## src/rtl/tx_dual_pkg.sv

```systemverilog
package tx_dual_pkg;
   localparam int CS_BUSY = 0;
   localparam int CS_PROG = 1;
   localparam int CS_IE   = 3;

   localparam int REG_LEN  = 0;
   localparam int REG_CTRL = 1;

   typedef enum logic [1:0] {
      ST_IDLE = 2'd0,
      ST_SEND = 2'd1,
      ST_FIN  = 2'd2
   } strm_state_e;
endpackage

```

## src/rtl/tx_buf_slot.sv

```systemverilog
module tx_buf_slot
   import tx_dual_pkg::*;
#(
   parameter int DEPTH_WORDS = 8,
   parameter int WAW         = 3
) (
   input  logic           clk,
   input  logic           rst_n,
   input  logic           ram_we,
   input  logic           len_we,
   input  logic           ctrl_we,
   input  logic [WAW-1:0] wr_idx,
   input  logic [31:0]    wr_data,
   input  logic           done,
   input  logic [WAW-1:0] strm_idx,
   input  logic [WAW-1:0] host_idx,
   output logic [31:0]    strm_word,
   output logic [31:0]    host_word,
   output logic [31:0]    word0,
   output logic [15:0]    word1_lo,
   output logic [15:0]    length,
   output logic           busy,
   output logic           prog,
   output logic           ie,
   output logic           arm
);
   logic [31:0] mem [DEPTH_WORDS];

   always_ff @(posedge clk) begin
      if (ram_we) mem[wr_idx] <= wr_data;
   end

   assign strm_word = mem[strm_idx];
   assign host_word = mem[host_idx];
   assign word0     = mem[0];
   assign word1_lo  = mem[1][15:0];

   assign arm = ctrl_we && wr_data[CS_BUSY] && !busy;

   always_ff @(posedge clk or negedge rst_n) begin
      if (!rst_n) begin
         length <= '0;
         busy   <= 1'b0;
         prog   <= 1'b0;
         ie     <= 1'b0;
      end else begin
         if (len_we) length <= wr_data[15:0];
         if (ctrl_we) begin
            busy <= wr_data[CS_BUSY];
            prog <= wr_data[CS_PROG];
            ie   <= wr_data[CS_IE];
         end else if (done) begin
            busy <= 1'b0;
            prog <= 1'b0;
         end
      end
   end
endmodule

```

## src/rtl/tx_arb_order.sv

```systemverilog
module tx_arb_order (
   input  logic       clk,
   input  logic       rst_n,
   input  logic [1:0] busy,
   input  logic [1:0] arm,
   output logic       pick_valid,
   output logic       pick_idx
);
   logic older_q;

   always_ff @(posedge clk or negedge rst_n) begin
      if (!rst_n)      older_q <= 1'b0;
      else if (arm[1]) older_q <= busy[0] ? 1'b0 : 1'b1;
      else if (arm[0]) older_q <= busy[1] ? 1'b1 : 1'b0;
   end

   assign pick_valid = |busy;
   assign pick_idx   = (&busy) ? older_q : busy[1];
endmodule

```

## src/rtl/tx_byte_stream.sv

```systemverilog
module tx_byte_stream
   import tx_dual_pkg::*;
#(
   parameter int WAW = 3
) (
   input  logic           clk,
   input  logic           rst_n,
   input  logic           pick_valid,
   input  logic           pick_idx,
   input  logic [15:0]    len,
   input  logic           prog,
   input  logic [31:0]    word,
   input  logic [31:0]    word0,
   input  logic [15:0]    word1_lo,
   input  logic           tx_ready,
   input  logic           cancel,
   output logic           tx_valid,
   output logic [7:0]     tx_data,
   output logic           tx_last,
   output logic [WAW-1:0] rd_widx,
   output logic           cur_idx,
   output logic           done,
   output logic [47:0]    station_addr
);
   strm_state_e st_q;
   logic        act_q;
   logic [15:0] cnt_q;
   logic        at_end;

   assign at_end   = (cnt_q == len - 16'd1);
   assign tx_valid = (st_q == ST_SEND);
   assign tx_last  = tx_valid && at_end;
   assign tx_data  = word[{cnt_q[1:0], 3'b000} +: 8];
   assign rd_widx  = cnt_q[WAW+1:2];
   assign cur_idx  = (st_q == ST_IDLE) ? pick_idx : act_q;
   assign done     = (st_q == ST_FIN);

   always_ff @(posedge clk or negedge rst_n) begin
      if (!rst_n) begin
         st_q         <= ST_IDLE;
         act_q        <= 1'b0;
         cnt_q        <= '0;
         station_addr <= '0;
      end else begin
         unique case (st_q)
            ST_IDLE: if (pick_valid) begin
               act_q <= pick_idx;
               cnt_q <= '0;
               if (prog) begin
                  station_addr <= {word1_lo, word0};
                  st_q         <= ST_FIN;
               end else if (len == 16'd0) begin
                  st_q <= ST_FIN;
               end else begin
                  st_q <= ST_SEND;
               end
            end
            ST_SEND: if (cancel) begin
               st_q <= ST_IDLE;
            end else if (tx_ready) begin
               if (at_end) st_q  <= ST_FIN;
               else        cnt_q <= cnt_q + 16'd1;
            end
            default: st_q <= ST_IDLE;
         endcase
      end
   end
endmodule

```

## src/rtl/tx_dual_buf_ctrl.sv

```systemverilog
module tx_dual_buf_ctrl
   import tx_dual_pkg::*;
#(
   parameter int NBUF        = 2,
   parameter int DEPTH_WORDS = 8,
   parameter int ADDR_W      = $clog2(DEPTH_WORDS) + 2
) (
   input  logic              clk,
   input  logic              rst_n,
   input  logic              wr_en,
   input  logic [ADDR_W-1:0] wr_addr,
   input  logic [31:0]       wr_data,
   input  logic [ADDR_W-1:0] rd_addr,
   output logic [31:0]       rd_data,
   output logic              tx_valid,
   input  logic              tx_ready,
   output logic [7:0]        tx_data,
   output logic              tx_last,
   output logic              irq,
   output logic [47:0]       station_addr
);
   localparam int WAW = $clog2(DEPTH_WORDS);

   if (NBUF < 1 || NBUF > 2) begin : g_bad_nbuf
      $error("NBUF must be 1 or 2");
   end
   if (DEPTH_WORDS < 2 || (1 << WAW) != DEPTH_WORDS || WAW + 2 > 16) begin : g_bad_depth
      $error("DEPTH_WORDS must be a power of two from 2 to 16384");
   end
   if (ADDR_W != WAW + 2) begin : g_bad_aw
      $error("ADDR_W must equal clog2(DEPTH_WORDS)+2");
   end

   logic           w_slot, w_regs, r_slot, r_regs;
   logic [WAW-1:0] w_idx, r_idx;
   assign w_slot = wr_addr[ADDR_W-1];
   assign w_regs = wr_addr[ADDR_W-2];
   assign w_idx  = wr_addr[WAW-1:0];
   assign r_slot = rd_addr[ADDR_W-1];
   assign r_regs = rd_addr[ADDR_W-2];
   assign r_idx  = rd_addr[WAW-1:0];

   logic [31:0]    s_word [2];
   logic [31:0]    h_word [2];
   logic [31:0]    s_w0   [2];
   logic [15:0]    s_w1   [2];
   logic [15:0]    s_len  [2];
   logic [1:0]     busy_v, prog_v, ie_v, arm_v;
   logic           pick_valid, pick_idx, cur_idx, done, cancel;
   logic [WAW-1:0] rd_widx;
   logic           irq_q;

   assign cancel = wr_en && w_regs && (w_idx == WAW'(REG_CTRL))
                   && (w_slot == cur_idx) && !wr_data[CS_BUSY];

   for (genvar g = 0; g < 2; g++) begin : g_slot
      if (g < NBUF) begin : g_on
         logic sel;
         assign sel = wr_en && (w_slot == 1'(g));
         tx_buf_slot #(.DEPTH_WORDS(DEPTH_WORDS), .WAW(WAW)) u_slot (
            .clk      (clk),
            .rst_n    (rst_n),
            .ram_we   (sel && !w_regs),
            .len_we   (sel && w_regs && (w_idx == WAW'(REG_LEN))),
            .ctrl_we  (sel && w_regs && (w_idx == WAW'(REG_CTRL))),
            .wr_idx   (w_idx),
            .wr_data  (wr_data),
            .done     (done && (cur_idx == 1'(g))),
            .strm_idx (rd_widx),
            .host_idx (r_idx),
            .strm_word(s_word[g]),
            .host_word(h_word[g]),
            .word0    (s_w0[g]),
            .word1_lo (s_w1[g]),
            .length   (s_len[g]),
            .busy     (busy_v[g]),
            .prog     (prog_v[g]),
            .ie       (ie_v[g]),
            .arm      (arm_v[g])
         );
      end else begin : g_off
         assign s_word[g] = '0;
         assign h_word[g] = '0;
         assign s_w0[g]   = '0;
         assign s_w1[g]   = '0;
         assign s_len[g]  = '0;
         assign busy_v[g] = 1'b0;
         assign prog_v[g] = 1'b0;
         assign ie_v[g]   = 1'b0;
         assign arm_v[g]  = 1'b0;
      end
   end

   tx_arb_order u_arb (
      .clk       (clk),
      .rst_n     (rst_n),
      .busy      (busy_v),
      .arm       (arm_v),
      .pick_valid(pick_valid),
      .pick_idx  (pick_idx)
   );

   tx_byte_stream #(.WAW(WAW)) u_strm (
      .clk         (clk),
      .rst_n       (rst_n),
      .pick_valid  (pick_valid),
      .pick_idx    (pick_idx),
      .len         (s_len[cur_idx]),
      .prog        (prog_v[cur_idx]),
      .word        (s_word[cur_idx]),
      .word0       (s_w0[cur_idx]),
      .word1_lo    (s_w1[cur_idx]),
      .tx_ready    (tx_ready),
      .cancel      (cancel),
      .tx_valid    (tx_valid),
      .tx_data     (tx_data),
      .tx_last     (tx_last),
      .rd_widx     (rd_widx),
      .cur_idx     (cur_idx),
      .done        (done),
      .station_addr(station_addr)
   );

   always_ff @(posedge clk or negedge rst_n) begin
      if (!rst_n) irq_q <= 1'b0;
      else        irq_q <= done && ie_v[cur_idx] && !cancel;
   end
   assign irq = irq_q;

   always_comb begin
      rd_data = '0;
      if (!r_regs) begin
         rd_data = h_word[r_slot];
      end else if (r_idx == WAW'(REG_LEN)) begin
         rd_data = {16'd0, s_len[r_slot]};
      end else if (r_idx == WAW'(REG_CTRL)) begin
         rd_data[CS_BUSY] = busy_v[r_slot];
         rd_data[CS_PROG] = prog_v[r_slot];
         rd_data[CS_IE]   = ie_v[r_slot];
      end
   end
endmodule

```

## config.mk

```make
export PLATFORM = sky130hd
export DESIGN_NAME = tx_dual_buf_ctrl
export DESIGN_NICKNAME = d
export VERILOG_FILES = /design/src/rtl/tx_dual_pkg.sv /design/src/rtl/tx_buf_slot.sv /design/src/rtl/tx_arb_order.sv /design/src/rtl/tx_byte_stream.sv /design/src/rtl/tx_dual_buf_ctrl.sv
export SDC_FILE = /design/constraint.sdc
export NUM_CORES = 1
export LEC_CHECK = 0
export ABC_AREA = 1
export BUFFER_PORTS_ARGS = -buffer_cell sky130_fd_sc_hd__buf_2
export CORE_MARGIN = 2
export CORE_UTILIZATION = 38
export DETAILED_ROUTE_END_ITERATION = 8
export PLACE_DENSITY_LB_ADDON = 0.2
export SYNTH_ARGS = -nofsm -noshare
export SYNTH_HDL_FRONTEND = slang
export SYNTH_SLANG_ARGS = --single-unit
```

## constraint.sdc

```tcl
create_clock -name clk -period 7 [get_ports clk]
set_input_delay 0.7 -clock clk [delete_from_list [all_inputs] [get_ports clk]]
set_output_delay 0.7 -clock clk [all_outputs]
set_load 0.1 [all_outputs]
```

==> metrics.yaml, run 1 <==
timing:
  finClkSkew_ps: 27.00
  slew_headroom: 0.2045
  setup_viol: 0
  rsz0062_at_grt: "false"
  hold_viol: 0
  finalCritPeriodShare: 0.7623
  worst_pin_slew_ps: 1181
  tns_ps: 0
  max_freq_mhz: 187.4
  drv_slew: 0
  whs_ps: 90.89
  min_period_ps: 5336
pwr:
  comb_power_share: 0.340
  clockPowerShare: 0.301
  power.total_mw: 12.21
  irDropWorstVdd_uv: 294.0
  power.density_nw_per_um2: 353.2
  internal-power_mw: 7.145
  p_leak_nw: 12.26
  p_switching_mw: 5.066
  p_sw_frac: 0.4148
  sequentialPowerShare: 0.359
clock_network:
  htree_num_levels: 3
  cts_tree: "yes"
  path_clk_slew_ps: 60
  cts_buffers: 69
  cts-root-buf: "clkbuf_16"
  cts.sinks: 619
  clock_latency_ps: 620
  ctsHoldBuffers: 0
  cts_resized: 0
  cts_setup_buffers: 0
  clockBufferDepth: 3
global_routing:
  grt-ovfl-total: 0
  antenna_found_initial: 4
  grt_max_degree: 134
  grt_pass1_vias: 23672
  grt_first_pass_wirelength_mm: 162.5
  track_usage: 0.2665
die:
  start_util: 0.3822
  die-area_sq_um: 82920
  coreArea_sq_um: 80160
  fp.dieW_um: 288.0
  io_pins: 137
  row_count: 104
  die_h_um: 288.0
setup_path:
  cp-end-kind: "output pin"
  required_ps: 6300
  crit_fanout: 133
  crit_end: "tx_data[1]"
  startpoint_type: "flip-flop"
  r2r_start: "u_strm.st_q[0]"
  reg2regPathDepth: 18
  r2r_slack_ps: 2980
  arrival_ps: 4640
  critical_path_class: "reg -> out"
  r2r-end: "u_strm.cnt_q[2]"
  startpoint: "u_strm.cnt_q[2]"
route:
  wl_per_cell_um: 26.15
  wl_mm: 112.5
  first_iter_violations: 3650
  route.detailed.drc: 0
  first_pass_iters: 6
  vias: 25706
  viasPerCell: 5.975
  drtAntennaViolNets: 0
synthesis:
  synth_top_cell_area_share: 0.5018
  yosys.area.top_type: "edfxtp_1"
  syn-cell-area_sq_um: 30640
  synth_seq_cells: 619
  yosysUniqueCellTypes: 51
  syn_nets: 3225
  post_synth.cell_area_avg_sq_um: 9.644
  yosysSeqAreaShare: 0.5892
  yosysWarnings: 0
  synth_area_leaders: "edfxtp_1 (50%), o21ai_0 (9.5%), dfrtp_1 (8.7%)"
  syn_inst: 3177
hold_path:
  holdCritPathClass: "in -> async"
placement:
  place_area_sq_um: 32310
  gp_congestion: 0.8682
  dp_hpwl_mm: 62.54
  io_buffer_count: 136
cells_and_area:
  multiInputGateArea_sq_um: 11040
  drive_gt1_frac: 0.1068
  syn2layout_area_growth_pct: 12.85
  n_fill_cell: 7691
  regArea_sq_um: 18060
  final_nets: 3240
  fin_area_sq_um: 34570
  final_cell_mix: "o21ai_0 (579), edfxtp_1 (512), nand2_1 (417)"
  layout_commonest_cell: "o21ai_0"
outcome:
  outcome: "complete, no violations"
job:
  drv_cap: 0
==> stage by stage <==
step           worst slack [ps]  instances    util
2_1_floorplan              1191       3177       -
6_report                   1664       4302  0.4313
3_5_place_dp               2038       4181  0.4031
5_1_grt                    1462       4301  0.4313
3_3_place_gp               2062       4181  0.4031
4_1_cts                    1758       4301  0.4313
==> worst min-delay path by stage <==
stage	to	from	cells past startpoint	slack, ps
6_report	u_strm.station_addr[5]	rst_n	1	90
5_1_grt	u_strm.station_addr[37]	rst_n	1	150
4_1_cts	u_strm.station_addr[5]	rst_n	1	120
3_5_place_dp	u_strm.station_addr[38]	u_strm.station_addr[38]	1	480
3_3_place_gp	u_strm.station_addr[39]	u_strm.station_addr[39]	1	470
2_1_floorplan	g_slot[0].g_on.u_slot.busy	rst_n	0	400
==> worst max-delay path: stages (launching register included) <==
cell	delay (ps)
dfrtp_4	1010
inv_8	440
a21oi_1	250
o21ai_0	120
a21oi_1	170
a21oi_1	60
o21ai_0	600
o21ai_0	260
o22ai_1	470
buf_2	530
==> final cells by class <==
type | instances | share of cell area
sequential | 619 | 0.5225
multi-input combinational | 2113 | 0.3192
clock buffer | 95 | 0.05725
tap | 1060 | 0.03836
timing repair buffer | 189 | 0.03257
inverter | 200 | 0.02208
clock inverter | 25 | 0.008034
antenna | 1 | 0.00007238
==> logic make-up after synthesis <==
family                   count (synthesis)  synth area share
multiplexers                             2         0.0007350
XOR/XNOR                                19          0.005431
AND/OR/NAND/NOR                        950            0.1256
flip-flops                             619            0.5892
adder cells (fa/ha/maj)                  2         0.0008166
AO/OA/AOI/OAI                         1140            0.2226
buffers and inverters                  445           0.05558
==> cell usage after synthesis (all sizes together) <==
master / number
a32o: 8
o21ai: 581
nand2: 428
o21bai: 2
mux2: 2
o31a: 1
dfrtp: 107
a22oi: 7
o221ai: 66
a21boi: 1
o22ai: 36
nor4: 2
or2: 1
o21a: 59
nor3: 16
o311ai: 11
a221oi: 62
nor3b: 1
a21oi: 182
o32ai: 2
ha: 2
nand4: 6
clkinv: 2
xor2: 16
o2111ai: 6
o31ai: 6
a32oi: 3
nand3: 94
buf: 29
a22o: 4
o211ai: 99
a211oi: 4
edfxtp: 512
clkbuf: 216
xnor2: 3
inv: 198
nor4b: 1
nand3b: 2
nor2: 399
==> power groups by stage <==
stage / registers, mW / logic (mW) / clock network [mW]
2_1_floorplan: 5.48 / 1.92 / 0
3_3_place_gp: 4.45 / 4.10 / 0
3_5_place_dp: 4.46 / 4.12 / 0
4_1_cts: 4.38 / 4.12 / 3.73
5_1_grt: 4.41 / 4.37 / 3.87
6_report: 4.38 / 4.15 / 3.68
==> routing by layer <==
layer  vias to the layer above  GRT usage  routed length, um
met1                     12459     0.3718              46610
met2                      1474     0.4105              50310
met4                         4    0.09832               3872
met5                         -          0                 30
li1                      11502          -                  -
met3                       267    0.05372              11690
==> state kept, by name (all words and copies together) (netlist names), 2 cells and up <==
signal,cells
g_slot.g_on.u_slot.busy,2
g_slot.g_on.u_slot.ie,2
g_slot.g_on.u_slot.length,32
g_slot.g_on.u_slot.mem,512
g_slot.g_on.u_slot.prog,2
u_strm.cnt_q,16
u_strm.st_q,2
u_strm.station_addr,48
Power figures use the tool's default switching activity.
==> inputs of run 2 (changes only) <==
Clock period 7 ns to 4.8 ns, I/O delays scaled along.
==> run 2 against run 1 <==
  * Sequential power grew 46%
  * Critical path type unchanged
  * Final cell count increased by 1.0%
  * Clock power is 46% higher
  * Critical endpoint is now tx_data[0]
  * Non-clock buffer count up 37
  * First-iteration DRC count decreased by 7.6%
  * Utilization rose by 1.3 points
  * Largest cell class unchanged
  * Sequential share of layout area shrank 1.5 points
==> metrics.yaml, run 2 (synthesized netlist as in run 1, its figures left out) <==
cells_and_area:
  largest_reg_flops: 512  # unchanged
  multiInputGateArea_sq_um: 11040  # unchanged
  top_regs: "g_slot.g_on.u_slot.mem: 512 flops, u_strm.station_addr: 48 flops, g_slot.g_on.u_slot.length: 32 flops"
  final_cell_mix: "o21ai_0 (579), edfxtp_1 (512), nand2_1 (417)"
  final_nets: 3279  # +1.2%
  regArea_sq_um: 18060  # unchanged
  fin_area_sq_um: 35590  # +2.9%
  drive_gt1_frac: 0.1175  # +0.01075
  layout_commonest_cell: "o21ai_0"
  final_core_utilization: 0.4440  # +0.01271
  syn2layout_area_growth_pct: 16.17
  top_register: "g_slot.g_on.u_slot.mem"
  n_fill_cell: 7626  # -0.85%
die:
  coreArea_sq_um: 80160  # unchanged
  die-area_sq_um: 82920  # unchanged
  fp.dieW_um: 288.0  # unchanged
  start_util: 0.3822  # unchanged
  row_count: 104  # unchanged
  die_h_um: 288.0  # unchanged
  io_pins: 137  # unchanged
setup_path:
  cp-end-kind: "output pin"
  cp_slowest_cell: "dfrtp_4"
  worstPathCellList: "inv_4 -> buf_12 -> o21ai_0 -> o221ai_1 -> o211ai_1 -> o31ai_1 -> nor2_1 -> o22ai_1 -> buf_2"
  crit_fanout: 49  # -63%
  startpoint_type: "flip-flop"
  max_stage_delay_ps: 650  # -360 ps
  critical_path_class: "reg -> out"
  required_ps: 4320  # -1980 ps
  arrival_ps: 3940  # -700 ps
hold_path:
  holdCritPathClass: "in -> reg"
clock_network:
  cts_buffers: 71  # +2.9%
  cts_resized: 0  # unchanged
  htree_num_levels: 3  # unchanged
  path_clk_slew_ps: 70  # about the same
  cts.sinks: 619  # unchanged
  clockBufferDepth: 3  # unchanged
  cts-root-buf: "clkbuf_16"
  clock_latency_ps: 620  # about the same
  cts_tree: "yes"
outcome:
  outcome: "complete, no violations"
global_routing:
  grt-ovfl-total: 0  # unchanged
  grt_pass1_vias: 24488  # +3.4%
  grt_max_degree: 122  # -9.0%
  grt_first_pass_wirelength_mm: 167.2  # +2.9%
  track_usage: 0.2736  # +0.007094
  use_met2: 0.4205  # +0.009976
  antenna_found_initial: 7  # +3
  busiest_layer: "met2"
  use_met3: 0.05024  # -0.003487
  grt_util_met1: 0.3839  # +0.01216
placement:
  gp_congestion: 0.8757  # +0.86%
  io_buffer_count: 136  # unchanged
  place_area_sq_um: 33310  # +3.1%
  dp_hpwl_mm: 69.39  # +11%
job:
  drv_cap: 0  # unchanged
timing:
  setup_viol: 0  # unchanged
  drv_slew: 0  # unchanged
  tns_ps: 0  # unchanged
  worst_pin_slew_ps: 1220  # +39.16 ps
  max_freq_mhz: 226.1
  finClkSkew_ps: 22.43  # -4.570 ps
  finalCritPeriodShare: 0.9215
  rsz0062_at_grt: "false"
  min_period_ps: 4423
  hold_viol: 0  # unchanged
  slew_headroom: 0.1782  # -0.02638
route:
  wl_per_cell_um: 26.41  # +0.99%
  route.detailed.drc: 0  # unchanged
  drtAntennaViolNets: 0  # unchanged
  first_iter_violations: 3372  # -7.6%
  first_pass_iters: 6  # unchanged
  vias: 26004  # +1.2%
  viasPerCell: 5.982  # +0.11%
  wl_mm: 114.8  # +2.0%
pwr:
  power.density_nw_per_um2: 508.9  # +44%
  p_leak_nw: 12.65  # +3.2%
  irDropWorstVdd_uv: 493.4  # +68%
## run 2: through the flow
stage | std cells | power (mW) | hold WS, ps | setup slack [ps]
4_1_cts | 4345 | 18.16 | 185.7 | 474.5
5_1_grt | 4345 | 18.74 | 231.1 | 145.5
3_5_place_dp | 4217 | 12.80 | 474.4 | 1131
3_3_place_gp | 4217 | 12.79 | 467.4 | 1151
6_report | 4347 | 18.12 | 214.6 | 376.9
2_1_floorplan | 3177 | 10.79 | 184.4 | 383.8
## run 2: repair_timing
item / 4_1_cts / 5_1_grt
endpoints found under the hold margin: 41 / 0
buffers inserted: 0 / 0
hold buffers: 1 / 0
## run 2: metal layers
metal	share of wire	routed length, um
met4	0.036	4089
met1	0.42	47740
met5	0.00020	23
met2	0.45	51540
met3	0.099	11420
## run 2: power breakdown
group / switching (mW) / leakage [nW] / internal [mW]
combinational: 5.01 / 5.66 / 1.33
clock: 2.25 / 1.11 / 3.12
sequential: 0.222 / 5.89 / 6.18
## run 2: worst paths after layout
path	end	depth (start not counted)	slack [ps]	start
setup / recovery	tx_data[0]	9	380	u_strm.cnt_q[3]
hold / removal	u_strm.st_q[1]	3	210	tx_ready
setup reg to reg	u_strm.cnt_q[3]	19	1460	u_strm.st_q[0]
hold reg to reg	u_strm.station_addr[11]	1	480	u_strm.station_addr[11]
max in group asynchronous	u_strm.station_addr[31]	3	3330	rst_n
min in group asynchronous	u_strm.cnt_q[14]	2	510	rst_n
## run 2: critical path, delay by kind of cell, from the launching register on
kind                   cells  cell delay (ps)
DFF                        1              650
buffers and inverters      3             1200
AOI/OAI and AO/OA          5             1240
and+or+nand+nor            1              140
## run 2: layout make-up
| cell class | count | area share |
|---|---|---|
| Clock buffer | 93 | 0.05547 |
| Sequential cell | 619 | 0.5075 |
| Antenna cell | 2 | 0.0001406 |
| Timing Repair Buffer | 226 | 0.05990 |
| Multi-Input combinational cell | 2113 | 0.3101 |
| Tap cell | 1060 | 0.03726 |
| Inverter | 200 | 0.02144 |
| Clock inverter | 34 | 0.008226 |
